**config.mk**
```make
export PLATFORM = sky130hd
export DESIGN_NAME = pgw_page_seq
export DESIGN_NICKNAME = d
export VERILOG_FILES = /design/src/rtl/pgw_pkg.sv /design/src/rtl/pgw_slot_buf.sv /design/src/rtl/pgw_cycle_timer.sv /design/src/rtl/pgw_commit_scan.sv /design/src/rtl/pgw_page_seq.sv
export SDC_FILE = /design/constraint.sdc
export NUM_CORES = 1
export LEC_CHECK = 0
export ABC_AREA = 1
export CORE_MARGIN = 2
export CORE_UTILIZATION = 49
export CTS_CLUSTER_DIAMETER = 200
export DETAILED_ROUTE_END_ITERATION = 8
export PLACE_DENSITY = 0.75
export SLEW_MARGIN = 20
export SYNTH_ARGS = -nofsm -noshare
export SYNTH_HDL_FRONTEND = slang
export SYNTH_SLANG_ARGS = --single-unit
```
**constraint.sdc**
```tcl
create_clock -name clk -period 1.69 [get_ports clk]
set_clock_uncertainty 0.1 [all_clocks]
set_input_delay 0.169 -clock clk [delete_from_list [all_inputs] [get_ports clk]]
set_output_delay 0.169 -clock clk [all_outputs]
set_load 0.01 [all_outputs]
```
**src/rtl/pgw_pkg.sv**
```systemverilog
package pgw_pkg;

    localparam int unsigned DEF_ADDR_W   = 9;
    localparam int unsigned DEF_COL_W    = 4;
    localparam int unsigned DEF_DATA_W   = 8;
    localparam int unsigned DEF_WR_TICKS = 40;

    typedef enum logic [0:0] {
        SEQ_IDLE = 1'b0,
        SEQ_PROG = 1'b1
    } seq_state_e;

    function automatic logic [DEF_COL_W-1:0] col_step(input logic [DEF_COL_W-1:0] c);
        return c + 1'b1;
    endfunction

endpackage

```
**src/rtl/pgw_slot_buf.sv**
```systemverilog
module pgw_slot_buf #(
    parameter int unsigned COL_W  = 4,
    parameter int unsigned DATA_W = 8
) (
    input  logic              clk,
    input  logic              rst,
    input  logic              clr,
    input  logic              col_ld,
    input  logic [COL_W-1:0]  col_in,
    input  logic              wr_en,
    input  logic [DATA_W-1:0] wr_data,
    input  logic [COL_W-1:0]  rd_col,
    output logic [DATA_W-1:0] rd_data,
    output logic              rd_vld,
    output logic              any_vld
);
    localparam int unsigned SLOTS = 1 << COL_W;

    logic [DATA_W-1:0] slot_q [SLOTS];
    logic [SLOTS-1:0]  vld_q, vld_n;
    logic [COL_W-1:0]  col_q;

    always_comb begin
        vld_n = clr ? '0 : vld_q;
        if (wr_en) vld_n[col_q] = 1'b1;
    end

    always_ff @(posedge clk) begin
        if (rst) begin
            vld_q <= '0;
            col_q <= '0;
        end else begin
            vld_q <= vld_n;
            if (col_ld)     col_q <= col_in;
            else if (wr_en) col_q <= col_q + 1'b1;
        end
    end

    always_ff @(posedge clk) begin
        if (wr_en) slot_q[col_q] <= wr_data;
    end

    assign rd_data = slot_q[rd_col];
    assign rd_vld  = vld_q[rd_col];
    assign any_vld = |vld_q;
endmodule

```
**src/rtl/pgw_cycle_timer.sv**
```systemverilog
module pgw_cycle_timer
    import pgw_pkg::*;
#(
    parameter int unsigned WR_TICKS = 40
) (
    input  logic clk,
    input  logic rst,
    input  logic launch,
    input  logic tick,
    output logic busy,
    output logic done
);
    localparam int unsigned CNT_W = $clog2(WR_TICKS + 1);

    seq_state_e       st_q;
    logic [CNT_W-1:0] cnt_q;

    assign busy = (st_q == SEQ_PROG);
    assign done = busy && tick && (cnt_q == CNT_W'(1));

    always_ff @(posedge clk) begin
        if (rst) begin
            st_q  <= SEQ_IDLE;
            cnt_q <= '0;
        end else if (!busy) begin
            if (launch) begin
                st_q  <= SEQ_PROG;
                cnt_q <= CNT_W'(WR_TICKS);
            end
        end else if (tick) begin
            cnt_q <= cnt_q - 1'b1;
            if (done) st_q <= SEQ_IDLE;
        end
    end
endmodule

```
**src/rtl/pgw_commit_scan.sv**
```systemverilog
module pgw_commit_scan #(
    parameter int unsigned COL_W = 4
) (
    input  logic             clk,
    input  logic             rst,
    input  logic             launch,
    output logic [COL_W-1:0] idx,
    output logic             scanning
);
    always_ff @(posedge clk) begin
        if (rst) begin
            idx      <= '0;
            scanning <= 1'b0;
        end else if (launch) begin
            idx      <= '0;
            scanning <= 1'b1;
        end else if (scanning) begin
            idx <= idx + 1'b1;
            if (&idx) scanning <= 1'b0;
        end
    end
endmodule

```
**src/rtl/pgw_page_seq.sv**
```systemverilog
module pgw_page_seq
    import pgw_pkg::*;
#(
    parameter int unsigned ADDR_W   = DEF_ADDR_W,
    parameter int unsigned COL_W    = DEF_COL_W,
    parameter int unsigned DATA_W   = DEF_DATA_W,
    parameter int unsigned WR_TICKS = DEF_WR_TICKS
) (
    input  logic              clk,
    input  logic              rst,
    input  logic              wr_start,
    input  logic              waddr_we,
    input  logic [ADDR_W-1:0] waddr,
    input  logic              byte_we,
    input  logic [DATA_W-1:0] byte_data,
    input  logic              stop_wr,
    input  logic              wp,
    input  logic              tick,
    output logic              busy,
    output logic              arr_we,
    output logic [ADDR_W-1:0] arr_addr,
    output logic [DATA_W-1:0] arr_data
);
    localparam int unsigned ROW_W = ADDR_W - COL_W;

    logic             idle, launch, done, clr;
    logic             any_vld, rd_vld, scanning;
    logic [COL_W-1:0] idx;
    logic [ROW_W-1:0] row_q;
    logic             wp_q;

    assign idle   = !busy;
    assign launch = idle && stop_wr && any_vld;
    assign clr    = (idle && wr_start) || done;

    pgw_slot_buf #(.COL_W(COL_W), .DATA_W(DATA_W)) buf_i (
        .clk     (clk),
        .rst     (rst),
        .clr     (clr),
        .col_ld  (idle && waddr_we),
        .col_in  (waddr[COL_W-1:0]),
        .wr_en   (idle && byte_we),
        .wr_data (byte_data),
        .rd_col  (idx),
        .rd_data (arr_data),
        .rd_vld  (rd_vld),
        .any_vld (any_vld)
    );

    pgw_cycle_timer #(.WR_TICKS(WR_TICKS)) tmr_i (
        .clk    (clk),
        .rst    (rst),
        .launch (launch),
        .tick   (tick),
        .busy   (busy),
        .done   (done)
    );

    pgw_commit_scan #(.COL_W(COL_W)) scan_i (
        .clk      (clk),
        .rst      (rst),
        .launch   (launch),
        .idx      (idx),
        .scanning (scanning)
    );

    always_ff @(posedge clk) begin
        if (rst) begin
            row_q <= '0;
            wp_q  <= 1'b0;
        end else begin
            if (idle && waddr_we) row_q <= waddr[ADDR_W-1:COL_W];
            if (launch)           wp_q  <= wp;
        end
    end

    assign arr_we   = busy && scanning && rd_vld && !wp_q;
    assign arr_addr = {row_q, idx};
endmodule

```
==> flow_summary.json, run 1 <==
{
  "outcome": "complete, but fails checks",
  "violations": "negative setup slack",
  "routedWlPerCell_um": 17.3,
  "grt_most_used_layer": "met2",
  "syn-cell-area_um2": 7200,
  "grt_start_max_net_pins": 39,
  "finalHoldViolCount": 0,
  "cts-root-buf": "clkbuf_16",
  "cts_buffers": 17,
  "drcViolationCount": 0,
  "cts_hold_buf": 0,
  "layout_worst_path_cycle_share_pct": 125,
  "relSlewSlack_pct": 65.8,
  "nFillCells": 1099,
  "max_freq_ghz": 0.475,
  "mostFrequentLayoutCell": "edfxtp_1",
  "clkLatencyLatePin_ns": 0.43,
  "cts-htree-levels": 4,
  "hold_class": "input pin to flop",
  "grt_pass1_vias": 5211,
  "required_ns": 1.42,
  "syn_to_final_growth_pct": 27.4,
  "numPortBuffers": 43,
  "num-nets-final": 848,
  "use_met2_pct": 35.5,
  "place_area_um2": 8220,
  "drtPass1Iterations": 5,
  "p_leak_nw": 3.51,
  "synth_fp_nets": 740,
  "syn_area_per_cell_um2": 10.2,
  "critPathArrivalTime_ns": 1.84,
  "grt_usage_pct": 21.7,
  "die_x_um": 125,
  "start_util_pct": 49.9,
  "yosysSeqAreaShare_pct": 65.1,
  "critPathKind": "flop to output pin",
  "max_cap_violations": 0,
  "postRouteAntennaNets": 0,
  "period_minus_slack_ns": 2.11,
  "met3_usage_pct": 5.22,
  "clkTransAtPathRegs_ns": 0.07,
  "fin_setup_tns_ns": -3.31,
  "drt_iter0_drc": 642,
  "dpl.hpwl_mm": 10.6,
  "yosys.cell_types.count": 25,
  "max-vdd-ir-drop_v": 0.000718,
  "cts_tree": "yes",
  "cts_buffer_depth": 2,
  "p_total_mw": 10.5,
  "totalWireLength_mm": 17.6,
  "crit_path_end_kind": "output pin",
  "coreArea_um2": 14400,
  "ioPinCount": 44,
  "final_max_slew_viol_count": 0,
  "stdcell_area_um2": 9170,
  "drive_above_1_share_pct": 17.7,
  "final_cell_mix": "128 x edfxtp_1, 105 x inv_1, 93 x nand2_1",
  "grt_overflow_total": 0,
  "hold_ws_ns": 0.233,
  "via_per_inst": 5.45,
  "setup_viol": 9,
  "seq_area_um2": 4700,
  "multi_input_area_um2": 2040,
  "fin_ws_ns": -0.416,
  "rows": 44,
  "ys_seq_elements": 170,
  "rsz0062_at_grt": "true",
  "antenna_found_initial": 0,
  "antennaDiodeCount": 0,
  "synth_warnings": 0,
  "cts_sinks": 170,
  "place_congestion": 0.897,
  "critPathMaxFanout": 6,
  "vias": 5517,
  "utilization_pct": 63.6,
  "grt_util_met1_pct": 27.9,
  "netlist_instances": 708,
  "worst_pin_slew_ns": 0.513,
  "start_kind": "flop",
  "grt_first_pass_wirelength_mm": 26.4,
  "powerDensity_nw_per_um2": 1150,
  "die_y_um": 125,
  "dieArea_um2": 15700
}
==> worst paths after layout <==
path                            cells past startpoint  slack (ns)                  start                      endpoint
worst max register to register                      6        0.10  tmr_i.busy$_SDFF_PP0_  buf_i.slot_q[0][5]$_DFFE_PP_
worst min-delay path                                3        0.23                     wp             wp_q$_SDFFE_PP0P_
worst max-delay path                                7       -0.42                   flop                   arr_data[5]
worst min register to register                      2        0.37      wp_q$_SDFFE_PP0P_             wp_q$_SDFFE_PP0P_
==> metrics by stage <==
| stage | cells | setup slack, ns |
|---|---|---|
| CTS | 998 | -0.400 |
| detailed placement | 964 | -0.213 |
| floorplan | 708 | 0.0291 |
| global route | 1013 | -0.529 |
| global placement | 964 | -0.190 |
| finish | 1013 | -0.416 |
==> state kept, by name, indices dropped and copies added, names as in the netlist, named ones only <==
signal,flops
buf_i.vld_q,16
wp_q,1
tmr_i.busy,1
row_q,5
buf_i.slot_q,128
buf_i.col_q,4
scan_i.idx,4
scan_i.scanning,1
tmr_i.cnt_q,6
==> per-layer routing <==
| layer | vias to the layer above | share of wire, % | routed length (um) |
|---|---|---|---|
| met2 | 269 | 49 | 8550 |
| met5 | - | 0 | 0 |
| met1 | 2591 | 41 | 7120 |
| li1 | 2614 | - | - |
| met3 | 43 | 8.4 | 1480 |
| met4 | 0 | 2.3 | 412 |
==> critical path, stage by stage (launching register included) <==
cell       delay [ns]
dfxtp_4          0.36
buf_6            0.13
clkbuf_16        0.15
o211ai_1         0.20
nand3_1          0.17
nand3_1          0.16
nand2_1          0.08
buf_2            0.14
==> cell type report <==
class                           instances  area share, %
Multi-Input combinational cell        399           22.2
Clock buffer                           18           4.68
Clock inverter                         14           2.35
Tap cell                              184           2.51
Timing Repair Buffer                  120           12.6
Inverter                              108           4.45
Sequential cell                       170           51.2
==> where the power goes <==
part	total (mW)	switching (mW)	internal [mW]
Combinational	1.51	0.845	0.660
Clock	4.27	1.64	2.63
Sequential	4.74	0.0924	4.64
Total	10.5	2.58	7.94
==> cell usage after synthesis (all sizes together) <==
| library cell | number | area (um2) |
|---|---|---|
| xnor2 | 1 | 8.76 |
| edfxtp | 128 | 3840 |
| nand4 | 2 | 12.5 |
| o211ai | 32 | 240 |
| dfxtp | 42 | 841 |
| nor2 | 71 | 267 |
| nor3 | 3 | 15.0 |
| a21oi | 64 | 320 |
| clkbuf | 12 | 45.0 |
| nand3 | 62 | 310 |
| a22oi | 1 | 7.51 |
| xor2 | 3 | 26.3 |
| ha | 7 | 87.6 |
| inv | 108 | 405 |
| a211oi | 1 | 7.51 |
| nand2 | 99 | 379 |
| o22ai | 1 | 6.26 |
| buf | 19 | 114 |
| o21ai | 51 | 255 |
| or2 | 1 | 6.26 |
==> cells by family after synthesis <==
| logic type | after synthesis | share of synthesized area (%) |
|---|---|---|
| xor+xnor | 4 | 0.487 |
| simple gates | 238 | 13.7 |
| fa+ha+maj | 7 | 1.22 |
| flops | 170 | 65.1 |
| compound gates | 150 | 11.6 |
| buf+inv | 139 | 7.84 |
==> timing repair <==
item                       in CTS  in global routing
pin swaps                      11                 27
setup buffers                   2                  8
gates resized for setup        59                 40
setup endpoints to repair      13                 17
gates cloned                    0                  7
(Power assumes the default switching activity.)
==> inputs of run 2 (changes only) <==
Settings changed: GPL_TIMING_DRIVEN set to 0, RECOVER_POWER set to 100.
==> run 2 against run 1 <==
Net effect:
- the run still ends with negative setup slack left
- total power decreased by 2.9%
- first-iteration DRC count decreased by 10%
- die area unchanged
- non-clock buffer count decreased by 18
- critical path depth unchanged
- utilization decreased by 0.50 points
- hold slack got worse by 0.22 ns
- maximum frequency decreased by 4.4%
- combinational power about the same
- largest cell class unchanged
- largest power group unchanged
==> flow_summary.json, run 2 (synthesis gave the netlist of run 1 again) <==
{
  "max_cap_violations": 0,
  "clkTransAtPathRegs_ns": 0.07,
  "die_y_um": 125,
  "final_max_slew_viol_count": 0,
  "regMostFlops": "buf_i.slot_q",
  "numPortBuffers": 42,
  "die_x_um": 125,
  "worstHoldStart": "rst",
  "setup_viol": 101,
  "start_util_pct": 49.9,
  "grt_usage_pct": 24.3,
  "final_cell_mix": "128 x edfxtp_1, 103 x inv_1, 91 x nand2_1",
  "grt_most_used_layer": "met2",
  "met3_usage_pct": 5.18,
  "crit_buf_inv": 3,
  "postRouteAntennaNets": 0,
  "cts_sinks": 170,
  "seq_area_um2": 4690,
  "critPathSlowestCell": "dfxtp_4",
  "critPathArrivalTime_ns": 1.93,
  "layout_worst_path_cycle_share_pct": 130,
  "critPathTopFamily": "buffers and inverters",
  "routedWlPerCell_um": 18.9,
  "r2r-start": "tmr_i.busy$_SDFF_PP0_",
  "drt_iter0_drc": 577,
  "place_congestion": 0.941,
  "clkLatencyLatePin_ns": 0.43,
  "start_kind": "flop",
  "grt_start_max_net_pins": 17,
  "powerDensity_nw_per_um2": 1120,
  "via_per_inst": 5.58,
  "vias": 5555,
  "crit_path_end_kind": "output pin",
  "top_regs": "buf_i.slot_q x128, buf_i.vld_q x16, tmr_i.cnt_q x6",
  "critPathMaxStageDelay_ns": 0.36,
  "critPathKind": "flop to output pin",
  "finalHoldViolCount": 0,
  "totalWireLength_mm": 18.8,
  "dpl.hpwl_mm": 12.0,
  "largest_register_ffs": 128,
  "antennaDiodeCount": 0,
  "drtPass1Iterations": 5,
  "grt_first_pass_wirelength_mm": 29.2,
  "cts_buffer_depth": 2,
  "rsz0062_at_grt": "true",
  "critPathMaxFanout": 10,
  "max-vdd-ir-drop_v": 0.000928,
  "grt_overflow_total": 0,
  "required_ns": 1.42,
  "worst_pin_slew_ns": 0.867,
  "antenna_found_initial": 0,
  "syn_to_final_growth_pct": 26.4,
  "rows": 44,
  "violations": "negative setup slack",
  "hold_class": "input pin to flop",
  "drive_above_1_share_pct": 16.6,
  "cts-root-buf": "clkbuf_16",
  "p_leak_nw": 3.39,
  "multi_input_area_um2": 2120,
  "utilization_pct": 63.1,
  "cts_hold_buf": 0,
  "ioPinCount": 44,
  "use_met2_pct": 41.5,
  "cts_tree": "yes",
  "fin_ws_ns": -0.513,
  "max_freq_ghz": 0.454,
  "grt_pass1_vias": 5420,
  "dieArea_um2": 15700,
  "grt_util_met1_pct": 30.0,
  "drcViolationCount": 0,
  "num-nets-final": 830,
  "cts_buffers": 17,
  "pre_cts_slack_ns": -0.657,
  "outcome": "complete, but fails checks",
  "mostFrequentLayoutCell": "edfxtp_1",
  "coreArea_um2": 14400,
  "cts-htree-levels": 4,
  "crit_path_cell_trace": "buf_4, clkbuf_2, o21ai_0, nand3_2, nand3_1, nand2_1, buf_2",
  "relSlewSlack_pct": 42.0,
  "period_minus_slack_ns": 2.20,
  "nFillCells": 1083
}
==> run 2: changes by cell type in the layout (fill, tap and decap cells not counted), sizes merged, moves of 3 or more <==
cell / before / now
buf: 81 / 58
clkdlybuf4s50: 30 / 18
dlygate4sd3: 0 / 11
clkbuf: 23 / 32
inv: 112 / 107
dlygate4sd2: 4 / 1
==> run 2: layout make-up <==
cell class | instances | share of cell area [%]
Inverter | 108 | 4.52
Tap cell | 184 | 2.53
Clock buffer | 21 | 5.06
Multi-Input combinational cell | 399 | 23.3
Timing Repair Buffer | 71 | 8.76
Buffer | 31 | 2.71
Sequential cell | 170 | 51.5
Clock inverter | 11 | 1.61
==> run 2: report_power, final <==
| group | switching, mW | internal (mW) |
|---|---|---|
| Combinational | 0.911 | 0.582 |
| Sequential | 0.0981 | 4.64 |
| Clock | 1.57 | 2.40 |
| Total | 2.58 | 7.63 |
==> run 2: routing by layer <==
metal	vias to the layer above	part of all wire (%)
met5	-	0
met1	2643	38
li1	2580	-
met2	295	50
met4	0	2.8
met3	37	9.0
==> run 2: stage by stage <==
stage                     total power [mW]  setup TNS, ns  cells  hold slack [ns]  cell area, um2
after global placement                6.03         -68.57    934            0.351            7850
after global routing                  10.5         -20.07    995           0.0349            9100
after CTS                             10.2          -4.37    983           0.0257            8890
final                                 10.2          -5.57    995           0.0109            9100
after detailed placement              6.06         -75.48    934            0.368            7850
after floorplan                       5.54              0    708            0.168            7200
==> run 2: final timing paths <==
check,to,slack [ns],cells after the start
setup / recovery,arr_data[7],-0.51,7
hold / removal,tmr_i.busy$_SDFF_PP0_,0.01,2
setup reg to reg,buf_i.slot_q[9][3]$_DFFE_PP_,-0.04,5
hold reg to reg,wp_q$_SDFFE_PP0P_,0.37,2
==> run 2: repair_timing <==
| action | CTS | global route |
|---|---|---|
| resized for setup | 138 | 19 |
| gates cloned | 4 | 0 |
| setup buffers | 13 | 12 |
| endpoints found under the setup margin | 156 | 155 |
| pin swaps | 41 | 23 |
| hold endpoints to repair | 0 | 0 |
==> inputs of run 3 (changes only) <==
Settings changed: CAP_MARGIN set to 10, CTS_CLUSTER_SIZE set to 25.
==> results of run 3 <==
Final layout, timing and power as in run 2 (identical DEF).
